`src/rtl/eag_pkg.sv`:
```
package eag_pkg;

   typedef enum logic [3:0] {
      AM_IMPL = 4'd0,
      AM_IMM  = 4'd1,
      AM_ZP   = 4'd2,
      AM_ZPX  = 4'd3,
      AM_ZPY  = 4'd4,
      AM_IND  = 4'd5,
      AM_INDX = 4'd6,
      AM_INDY = 4'd7,
      AM_ABS  = 4'd8
   } am_e;

   typedef enum logic [1:0] {
      ST_IDLE,
      ST_OPR,
      ST_PTR
   } st_e;

   // operand byte count for the short (zero-page / pointer) modes
   function automatic logic [3:0] short_len(input logic [1:0] sel);
      case (sel)
         2'd0:    return 4'd1;
         2'd1:    return 4'd3;
         2'd2:    return 4'd6;
         default: return 4'd4;
      endcase
   endfunction

   // operand byte count for the absolute mode
   function automatic logic [3:0] long_len(input logic [1:0] sel);
      case (sel)
         2'd0:    return 4'd2;
         2'd1:    return 4'd5;
         2'd2:    return 4'd7;
         default: return 4'd8;
      endcase
   endfunction

endpackage

```
`src/rtl/eag_len_decode.sv`:
```
module eag_len_decode
   import eag_pkg::*;
#(
   parameter int AW = 64,
   parameter int CW = 4
) (
   input  logic [3:0]    mode,
   input  logic [7:0]    prefix,
   input  logic          imm_one,
   output logic [CW-1:0] opr_len,
   output logic [AW-1:0] imm_adv,
   output logic          is_fetch
);

   logic prefix_unused;
   assign prefix_unused = ^prefix[1:0];

   always_comb begin
      opr_len  = '0;
      is_fetch = 1'b0;
      case (mode)
         AM_ZP, AM_ZPX, AM_ZPY, AM_IND, AM_INDX, AM_INDY: begin
            opr_len  = CW'(short_len(prefix[3:2]));
            is_fetch = 1'b1;
         end
         AM_ABS: begin
            opr_len  = CW'(long_len(prefix[3:2]));
            is_fetch = 1'b1;
         end
         default: ;
      endcase
   end

   assign imm_adv = imm_one ? AW'(1) : (AW'(1) << prefix[7:4]);

endmodule

```
`src/rtl/eag_byte_fetch.sv`:
```
module eag_byte_fetch #(
   parameter int AW   = 64,
   parameter int DW   = 8,
   parameter int MAXB = 8,
   parameter int CW   = 4
) (
   input  logic          clk,
   input  logic          rst_n,
   input  logic          go,
   input  logic [AW-1:0] base,
   input  logic [CW-1:0] count,
   output logic          mem_rd,
   output logic [AW-1:0] mem_addr,
   input  logic [DW-1:0] mem_data,
   output logic          fin,
   output logic [AW-1:0] value
);

   logic          active;
   logic          pend;
   logic [CW-1:0] iss;
   logic [CW-1:0] cap;
   logic [CW-1:0] n_q;
   logic [AW-1:0] base_q;

   assign mem_rd   = active && (iss < n_q);
   assign mem_addr = base_q + AW'(iss);

   always_ff @(posedge clk) begin
      if (!rst_n) begin
         active <= 1'b0;
         pend   <= 1'b0;
         iss    <= '0;
         cap    <= '0;
         n_q    <= '0;
         base_q <= '0;
         fin    <= 1'b0;
      end else begin
         fin <= 1'b0;
         if (go) begin
            active <= 1'b1;
            pend   <= 1'b0;
            iss    <= '0;
            cap    <= '0;
            n_q    <= count;
            base_q <= base;
         end else begin
            if (mem_rd) iss <= iss + CW'(1);
            pend <= mem_rd;
            if (pend) begin
               cap <= cap + CW'(1);
               if (cap == n_q - CW'(1)) begin
                  fin    <= 1'b1;
                  active <= 1'b0;
               end
            end
         end
      end
   end

   // one capture register per byte lane, little-endian placement
   for (genvar g = 0; g < MAXB; g++) begin : g_lane
      logic [DW-1:0] byte_q;
      always_ff @(posedge clk) begin
         if (!rst_n)                          byte_q <= '0;
         else if (go)                         byte_q <= '0;
         else if (pend && cap == CW'(g))      byte_q <= mem_data;
      end
      assign value[g*DW +: DW] = byte_q;
   end

endmodule

```
`src/rtl/eag_top.sv`:
```
module eag_top
   import eag_pkg::*;
#(
   parameter int AW = 64,
   parameter int DW = 8
) (
   input  logic          clk,
   input  logic          rst_n,
   input  logic          start,
   input  logic [3:0]    mode,
   input  logic [7:0]    prefix,
   input  logic          imm_one,
   input  logic [AW-1:0] pc_in,
   input  logic [AW-1:0] x_in,
   input  logic [AW-1:0] y_in,
   output logic          mem_rd,
   output logic [AW-1:0] mem_addr,
   input  logic [DW-1:0] mem_data,
   output logic          busy,
   output logic          done,
   output logic [AW-1:0] ea,
   output logic [AW-1:0] pc_out
);

   localparam int MAXB = AW / DW;
   localparam int CW   = $clog2(MAXB + 1);

   if (AW % DW != 0 || MAXB < 8) begin : g_bad_cfg
      $error("eag_top: AW must be a multiple of DW holding at least 8 lanes");
   end

   st_e           st;
   logic [3:0]    mode_q;
   logic [AW-1:0] x_q;
   logic [AW-1:0] y_q;

   logic [CW-1:0] opr_len;
   logic [AW-1:0] imm_adv;
   logic          is_fetch;

   logic          f_go;
   logic [AW-1:0] f_base;
   logic [CW-1:0] f_count;
   logic          f_fin;
   logic [AW-1:0] f_value;

   logic          go_opr;
   logic          go_ptr;
   logic          q_is_ind;
   logic [AW-1:0] idx_pre;
   logic [AW-1:0] idx_post;

   eag_len_decode #(.AW(AW), .CW(CW)) u_len (
      .mode     (mode),
      .prefix   (prefix),
      .imm_one  (imm_one),
      .opr_len  (opr_len),
      .imm_adv  (imm_adv),
      .is_fetch (is_fetch)
   );

   always_comb begin
      q_is_ind = (mode_q == AM_IND) || (mode_q == AM_INDX) || (mode_q == AM_INDY);
      case (mode_q)
         AM_ZPX, AM_INDX: idx_pre = x_q;
         AM_ZPY:          idx_pre = y_q;
         default:         idx_pre = '0;
      endcase
      idx_post = (mode_q == AM_INDY) ? y_q : '0;
   end

   assign go_opr  = start && (st == ST_IDLE) && is_fetch;
   assign go_ptr  = (st == ST_OPR) && f_fin && q_is_ind;
   assign f_go    = go_opr || go_ptr;
   assign f_base  = go_opr ? pc_in : (f_value + idx_pre);
   assign f_count = go_opr ? opr_len : CW'(8);

   eag_byte_fetch #(.AW(AW), .DW(DW), .MAXB(MAXB), .CW(CW)) u_fetch (
      .clk      (clk),
      .rst_n    (rst_n),
      .go       (f_go),
      .base     (f_base),
      .count    (f_count),
      .mem_rd   (mem_rd),
      .mem_addr (mem_addr),
      .mem_data (mem_data),
      .fin      (f_fin),
      .value    (f_value)
   );

   always_ff @(posedge clk) begin
      if (!rst_n) begin
         st     <= ST_IDLE;
         mode_q <= AM_IMPL;
         x_q    <= '0;
         y_q    <= '0;
         ea     <= '0;
         pc_out <= '0;
         done   <= 1'b0;
      end else begin
         done <= 1'b0;
         case (st)
            ST_IDLE: begin
               if (start) begin
                  mode_q <= mode;
                  x_q    <= x_in;
                  y_q    <= y_in;
                  if (is_fetch) begin
                     st     <= ST_OPR;
                     pc_out <= pc_in + AW'(opr_len);
                  end else if (mode == AM_IMM) begin
                     ea     <= pc_in;
                     pc_out <= pc_in + imm_adv;
                     done   <= 1'b1;
                  end else begin
                     ea     <= '0;
                     pc_out <= pc_in;
                     done   <= 1'b1;
                  end
               end
            end
            ST_OPR: begin
               if (f_fin) begin
                  if (q_is_ind) begin
                     st <= ST_PTR;
                  end else begin
                     ea   <= f_value + idx_pre;
                     done <= 1'b1;
                     st   <= ST_IDLE;
                  end
               end
            end
            ST_PTR: begin
               if (f_fin) begin
                  ea   <= f_value + idx_post;
                  done <= 1'b1;
                  st   <= ST_IDLE;
               end
            end
            default: st <= ST_IDLE;
         endcase
      end
   end

   assign busy = (st != ST_IDLE);

endmodule

```
`config.mk`:
```
export PLATFORM = sky130hd
export DESIGN_NAME = eag_top
export DESIGN_NICKNAME = d
export VERILOG_FILES = /design/src/rtl/eag_pkg.sv /design/src/rtl/eag_len_decode.sv /design/src/rtl/eag_byte_fetch.sv /design/src/rtl/eag_top.sv
export SDC_FILE = /design/constraint.sdc
export NUM_CORES = 1
export LEC_CHECK = 0
export BUFFER_PORTS_ARGS = -buffer_cell sky130_fd_sc_hd__buf_2
export CAP_MARGIN = 20
export CELL_PAD_IN_SITES_DETAIL_PLACEMENT = 1
export CELL_PAD_IN_SITES_GLOBAL_PLACEMENT = 2
export CORE_MARGIN = 2
export CORE_UTILIZATION = 30
export DETAILED_ROUTE_END_ITERATION = 10
export MAX_ROUTING_LAYER = met4
export PLACE_DENSITY_LB_ADDON = 0.1
export SLEW_MARGIN = 0
export SYNTH_ARGS = -nofsm -noshare
export SYNTH_HDL_FRONTEND = slang
export SYNTH_SLANG_ARGS = --single-unit
```
`constraint.sdc`:
```
create_clock -name clk -period 5.8 [get_ports clk]
set_input_delay 0.58 -clock clk [delete_from_list [all_inputs] [get_ports clk]]
set_output_delay 0.58 -clock clk [all_outputs]
set_load 0.005 [all_outputs]
```
==> reports/metrics.yaml, run 1 <==
yosys:
  ys_types: 99
  netlist_area_sq_um: 28400
  ys_top_cells_by_count: "nand2_1, a21oi_1, dfxtp_1"
  async_flop_share_pct: 0
  yosysMostFrequentCell: "nand2_1"
  syn_avg_cell_area_sq_um: 7.25
  synth_cells: 3913
  synth_seq_area_share_pct: 28.7
  yosys-top-cells-area: "dfxtp_1, nand2_1, a21oi_1"
  ys_ff_latch: 406
  syn_nets: 4301
  synth_edf_count: 0
  ys.flop_type: "dfxtp_1"
  ys_warn_count: 0
  yosys.area.top_type_share_pct: 28.7
  yosys.area.top_type: "dfxtp_1"
global_route:
  met2_usage_pct: 37.6
  antenna_found_initial: 7
  grt_max_degree: 133
  overflow: 0
  globalRouteMet3Util_pct: 3.37
  grtUsageMet1_pct: 40.2
  grt_pass1_wl_mm: 194
  grt_usage_pct: 26.8
  grt_pass1_vias: 29200
  top_usage_layer: "met1"
clock_tree:
  cts_root_buffer: "clkbuf_16"
  postCtsResizedCells: 0
  cts_sinks: 406
  h-tree-depth: 2
  cts_tree: "yes"
  cts_setup_buffers: 0
  cts_hold_buf: 0
  clk_latency_ns: 0.65
  max-clock-path-buffers: 3
  clk_pin_slew_worst_paths_ns: 0.06
  cts_made_buffers: 53
timing:
  slew_viol_final: 0
  post-route-period-util_pct: 88.6
  relSlewSlack_pct: 29.9
  setup_violations: 0
  fin_ws_ns: 0.661
  setup_tns_ns: 0
  fin_crit_ns: 5.14
  worst_slew_pin_slew_ns: 1.05
  clock.fmax_ghz: 0.195
  rsz0062_at_grt: "no"
  skew_ns: 0.0367
  hold_viol: 0
power:
  seqPwrFrac_pct: 40.7
  p_int_uw: 5400
  pwr-share-comb_pct: 14.2
  switching_share_pct: 29.6
  clkPwrFrac_pct: 45.1
  total_power_uw: 7670
  ir_worst_vdd_uv: 215
  power_leakage_uw: 0.0140
  power_density_nw_per_um2: 231
  p_sw_uw: 2270
placed_design:
  preCtsSetupSlack_ns: 0.800
  gp_congestion: 0.895
  dpl_cell_area_sq_um: 31400
  port-buffer-count: 408
  dpl.hpwl_mm: 103
setup_path:
  path_class: "flip-flop to flip-flop"
  end_kind: "flip-flop"
  crit_path_frequent_cell: "a21oi_1"
  reg2reg_depth: 16
  cp.required_ns: 6.33
  critPathArrivalTime_ns: 5.67
  slowest_stage: "xnor2_1"
  start_kind: "flip-flop"
  crit_fanout: 59
  crit_chain: "nor2b_1 > nor3b_2 > buf_12 > a22o_1 > ha_1 > a21oi_1 > o21ai_1 > o21ai_1 > a2111o_1 > a21oi_1 > a21oi_1 > o22ai_1 > o31a_1 > xnor2_1 > a221oi_1 > a2111oi_0"
  worst_path_largest_cell_delay_ns: 0.53
cells_and_area:
  num-nets-final: 4549
  drive_gt1_share_pct: 14.2
  areaGrowthSynthToFinish_pct: 17.3
  fin_area_sq_um: 33300
route:
  vias: 29500
  postRouteAntennaNets: 0
  vias_per_cell: 5.40
  drt-initial-drc-count: 1975
  wl_mm: 130
  routedWlPerCell_um: 23.9
  drcViolationCount: 0
  drt_first_pass_iters: 5
floorplan:
  core_area_sq_um: 93500
  die_width_um: 311
  start_util_pct: 30.3
  num_rows: 112
  die_area_sq_um: 97000
  fp.dieH_um: 311
  io_pins: 411
run_status:
  outcome: "finished clean"
hold_path:
  hold_path.class: "input pin to flip-flop"
  min_path_cells: 3
job:
  maxCapViolCount: 0
==> cells by family (layout without fill, tap and decap cells) <==
family / Yosys count / after routing / synth area share, %
compound gates: 1211 / 1211 / 26.9
xor+xnor: 251 / 251 / 7.81
fa+ha+maj: 172 / 172 / 7.72
buf+inv: 337 / 624 / 4.49
flops: 406 / 406 / 28.7
mux: 11 / 11 / 0.388
other cells: 0 / 7 / 0
simple gates: 1525 / 1525 / 24.1
==> per-stage QoR <==
stage / cells / hold WS [ns] / util (%)
after floorplan: 3913 / 0.432 / -
after global placement: 5358 / 0.432 / 33.6
after detailed placement: 5358 / 0.440 / 33.6
after CTS: 5452 / 0.120 / 35.5
after global routing: 5460 / 0.169 / 35.6
final: 5461 / 0.164 / 35.6
==> critical path: cells and delay by family, from the launching register on <==
kind | cells | cell delay [ns]
AOI/OAI and AO/OA | 11 | 2.87
xor gates and xnor gates | 1 | 0.53
adders and majority gates | 1 | 0.27
buffers and inverters | 1 | 0.31
DFF | 1 | 0.36
and+or+nand+nor | 2 | 0.65
==> final timing paths <==
check | end | startpoint | slack, ns
setup / recovery | ea[63] | mode_q[2] | 0.66
hold / removal | y_q[3] | y_in[3] | 0.16
setup reg to reg | ea[63] | mode_q[2] | 0.66
hold reg to reg | pc_out[26] | pc_out[26] | 0.45
==> power groups by stage <==
stage          clock network, uW  registers [uW]  logic (uW)
4_1_cts                     3560            3120        1100
6_report                    3460            3120        1090
3_5_place_dp                   0            3180        1090
3_3_place_gp                   0            3180        1080
5_1_grt                     3640            3140        1210
2_1_floorplan                  0            3130         586
==> cell type report <==
| type | instances | area, sq um |
|---|---|---|
| Antenna cell | 7 | 17.5 |
| Clock buffer | 78 | 1580 |
| Clock inverter | 16 | 196 |
| Fill cell | 11700 | 60200 |
| Inverter | 78 | 300 |
| Multi-Input combinational cell | 3170 | 19000 |
| Sequential cell | 406 | 8130 |
| Tap cell | 1254 | 1570 |
| Timing Repair Buffer | 452 | 2440 |
==> sequential cells by signal, summed over array words and instances (netlist names) <==
| signal | count |
|---|---|
| u_fetch.g_lane.byte_q | 64 |
| u_fetch.n_q | 4 |
| y_q | 64 |
| x_q | 64 |
| u_fetch.active | 1 |
| u_fetch.base_q | 64 |
| ea | 64 |
| mode_q | 4 |
| u_fetch.iss | 4 |
| st | 2 |
| u_fetch.pend | 1 |
| done | 1 |
| pc_out | 64 |
| u_fetch.fin | 1 |
| u_fetch.cap | 4 |
==> per-layer routing <==
layer / vias up / routed length (um)
li1: 14300 / -
met1: 14300 / 68400
met2: 725 / 52900
met3: 106 / 6610
met4: 0 / 2470
met5: - / 0
==> cell usage in the layout, fill, tap and decap left out, types with 74 or more instances in the layout <==
master   synthesis  final
and2_1          76     74
xor2_1          99     99
xnor2_1        150    150
a21oi_1        483    483
nand2_1        803    799
buf_2            6    407
dfxtp_1        406    406
ha_1           167    166
nor2_1         282    280
a21o_1          95     95
inv_1           78     77
o21ai_0        210    210
No activity file was read; power rests on OpenSTA's default activity.
==> run 2, diff against run 1 <==
==> constraint.sdc (replaced) <==
create_clock -name clk -period 5.8 [get_ports clk]
set_input_delay 0.58 -clock clk [delete_from_list [all_inputs] [get_ports clk]]
set_output_delay 0.58 -clock clk [all_outputs]
set_load 0.05 [all_outputs]
==> reports/metrics.yaml, run 2 (synthesis results as in run 1) <==
floorplan:
  die_width_um: 311
  start_util_pct: 30.3
  die_area_sq_um: 97000
  io_pins: 411
  core_area_sq_um: 93500
  num_rows: 112
  fp.dieH_um: 311
clock_tree:
  clk_latency_ns: 0.65
  cts_root_buffer: "clkbuf_16"
  cts_setup_buffers: 0
  cts_tree: "yes"
  cts_made_buffers: 52
  max-clock-path-buffers: 3
  cts_sinks: 406
  h-tree-depth: 2
  cts_hold_buf: 0
  clk_pin_slew_worst_paths_ns: 0.07
  postCtsResizedCells: 0
cells_and_area:
  final_common_cell: "nand2_1"
  num-nets-final: 4545
  drive_gt1_share_pct: 14.3
  final_cell_mix: "nand2_1, a21oi_1, buf_2"
  fin_area_sq_um: 33200
  areaGrowthSynthToFinish_pct: 17.1
placed_design:
  dpl.hpwl_mm: 103
  gp_congestion: 0.903
  dpl_cell_area_sq_um: 31400
  port-buffer-count: 408
timing:
  post-route-period-util_pct: 89.2
  slew_viol_final: 0
  setup_violations: 0
  hold_viol: 0
  worst_slew_pin_slew_ns: 1.04
  rsz0062_at_grt: "no"
  setup_tns_ns: 0
  clock.fmax_ghz: 0.193
  skew_ns: 0.0361
  fin_crit_ns: 5.17
  relSlewSlack_pct: 30.1
job:
  maxCapViolCount: 0
route:
  drt_first_pass_iters: 7
  drt-initial-drc-count: 2197
  drcViolationCount: 0
  vias: 29400
  routedWlPerCell_um: 23.7
  postRouteAntennaNets: 0
  wl_mm: 130
  vias_per_cell: 5.37
setup_path:
  path_class: "flip-flop to flip-flop"
  start_kind: "flip-flop"
  r2r-start: "mode_q[2]"
  critPathArrivalTime_ns: 5.69
  end_kind: "flip-flop"
  rr_endpoint: "ea[63]"
  ff2ff_setup_slack_ns: 0.63
  cp.required_ns: 6.32
  crit_fanout: 37
  reg2reg_depth: 16
global_route:
  grt_pass1_wl_mm: 193
  antenna_found_initial: 10
  overflow: 0
  grt_usage_pct: 26.6
  grt_max_degree: 117
  grt_pass1_vias: 29000
power:
  power_density_nw_per_um2: 241
  ir_worst_vdd_uv: 205
  power_leakage_uw: 0.0140
  total_power_uw: 7990
hold_path:
  hold_end: "x_q[60]"
  hold_start: "x_in[60]"
  hold_path.class: "input pin to flip-flop"
  min_path_cells: 3
run_status:
  outcome: "finished clean"
-- run 2: critical path: stages, from the launching register on --
cell and delay, ns:
dfxtp_1 0.36, nor2b_1 0.21, nor3b_2 0.31, buf_4 0.44
a22o_1 0.22, ha_1 0.28, a21oi_1 0.30, o21ai_1 0.24
o21ai_1 0.25, a2111o_1 0.21, a21oi_1 0.12, a21oi_1 0.47
o22ai_1 0.27, o31a_1 0.35, xnor2_1 0.45, a221oi_1 0.18
a2111oi_0 0.39
-- run 2: how the worst max path moves through the flow --
stage,startpoint,to,depth (start not counted)
6_report,mode_q[2],ea[63],16
5_1_grt,mode_q[2],ea[63],16
4_1_cts,u_fetch.iss[0],mem_addr[54],15
3_5_place_dp,mode_q[2],ea[63],16
3_3_place_gp,mode_q[2],ea[63],16
2_1_floorplan,u_fetch.iss[0],mem_addr[58],15
-- run 2: stage by stage --
| step | util, % | instances | hold WS [ns] | setup WS (ns) |
|---|---|---|---|---|
| 4_1_cts | 35.5 | 5454 | 0.122 | 0.680 |
| 6_report | 35.5 | 5465 | 0.167 | 0.627 |
| 3_3_place_gp | 33.6 | 5356 | 0.432 | 0.930 |
| 5_1_grt | 35.5 | 5464 | 0.145 | 0.327 |
| 3_5_place_dp | 33.6 | 5356 | 0.436 | 0.774 |
| 2_1_floorplan | - | 3913 | 0.432 | 1.48 |
-- run 2: metal layers --
| metal | track usage, % | share of wire (%) | up-vias |
|---|---|---|---|
| li1 | - | - | 14400 |
| met1 | 40.3 | 53 | 14200 |
| met2 | 36.8 | 40 | 709 |
| met3 | 3.67 | 4.9 | 110 |
| met4 | 5.48 | 2.0 | 0 |
| met5 | - | 0 | - |
-- run 2: power by group --
part / total [uW] / leakage, uW / internal [uW] / switching (uW)
clock: 3390 / 0.000875 / 1960 / 1430
combinational: 1480 / 0.00978 / 385 / 1100
sequential: 3120 / 0.00333 / 2970 / 150
-- run 2: cell type report --
cell class	count	area, sq um
Multi-Input combinational cell	3170	19000
Clock inverter	29	274
Antenna cell	10	25.0
Inverter	78	300
Tap cell	1254	1570
Clock buffer	69	1500
Timing Repair Buffer	449	2400
Sequential cell	406	8130
Fill cell	11700	60300
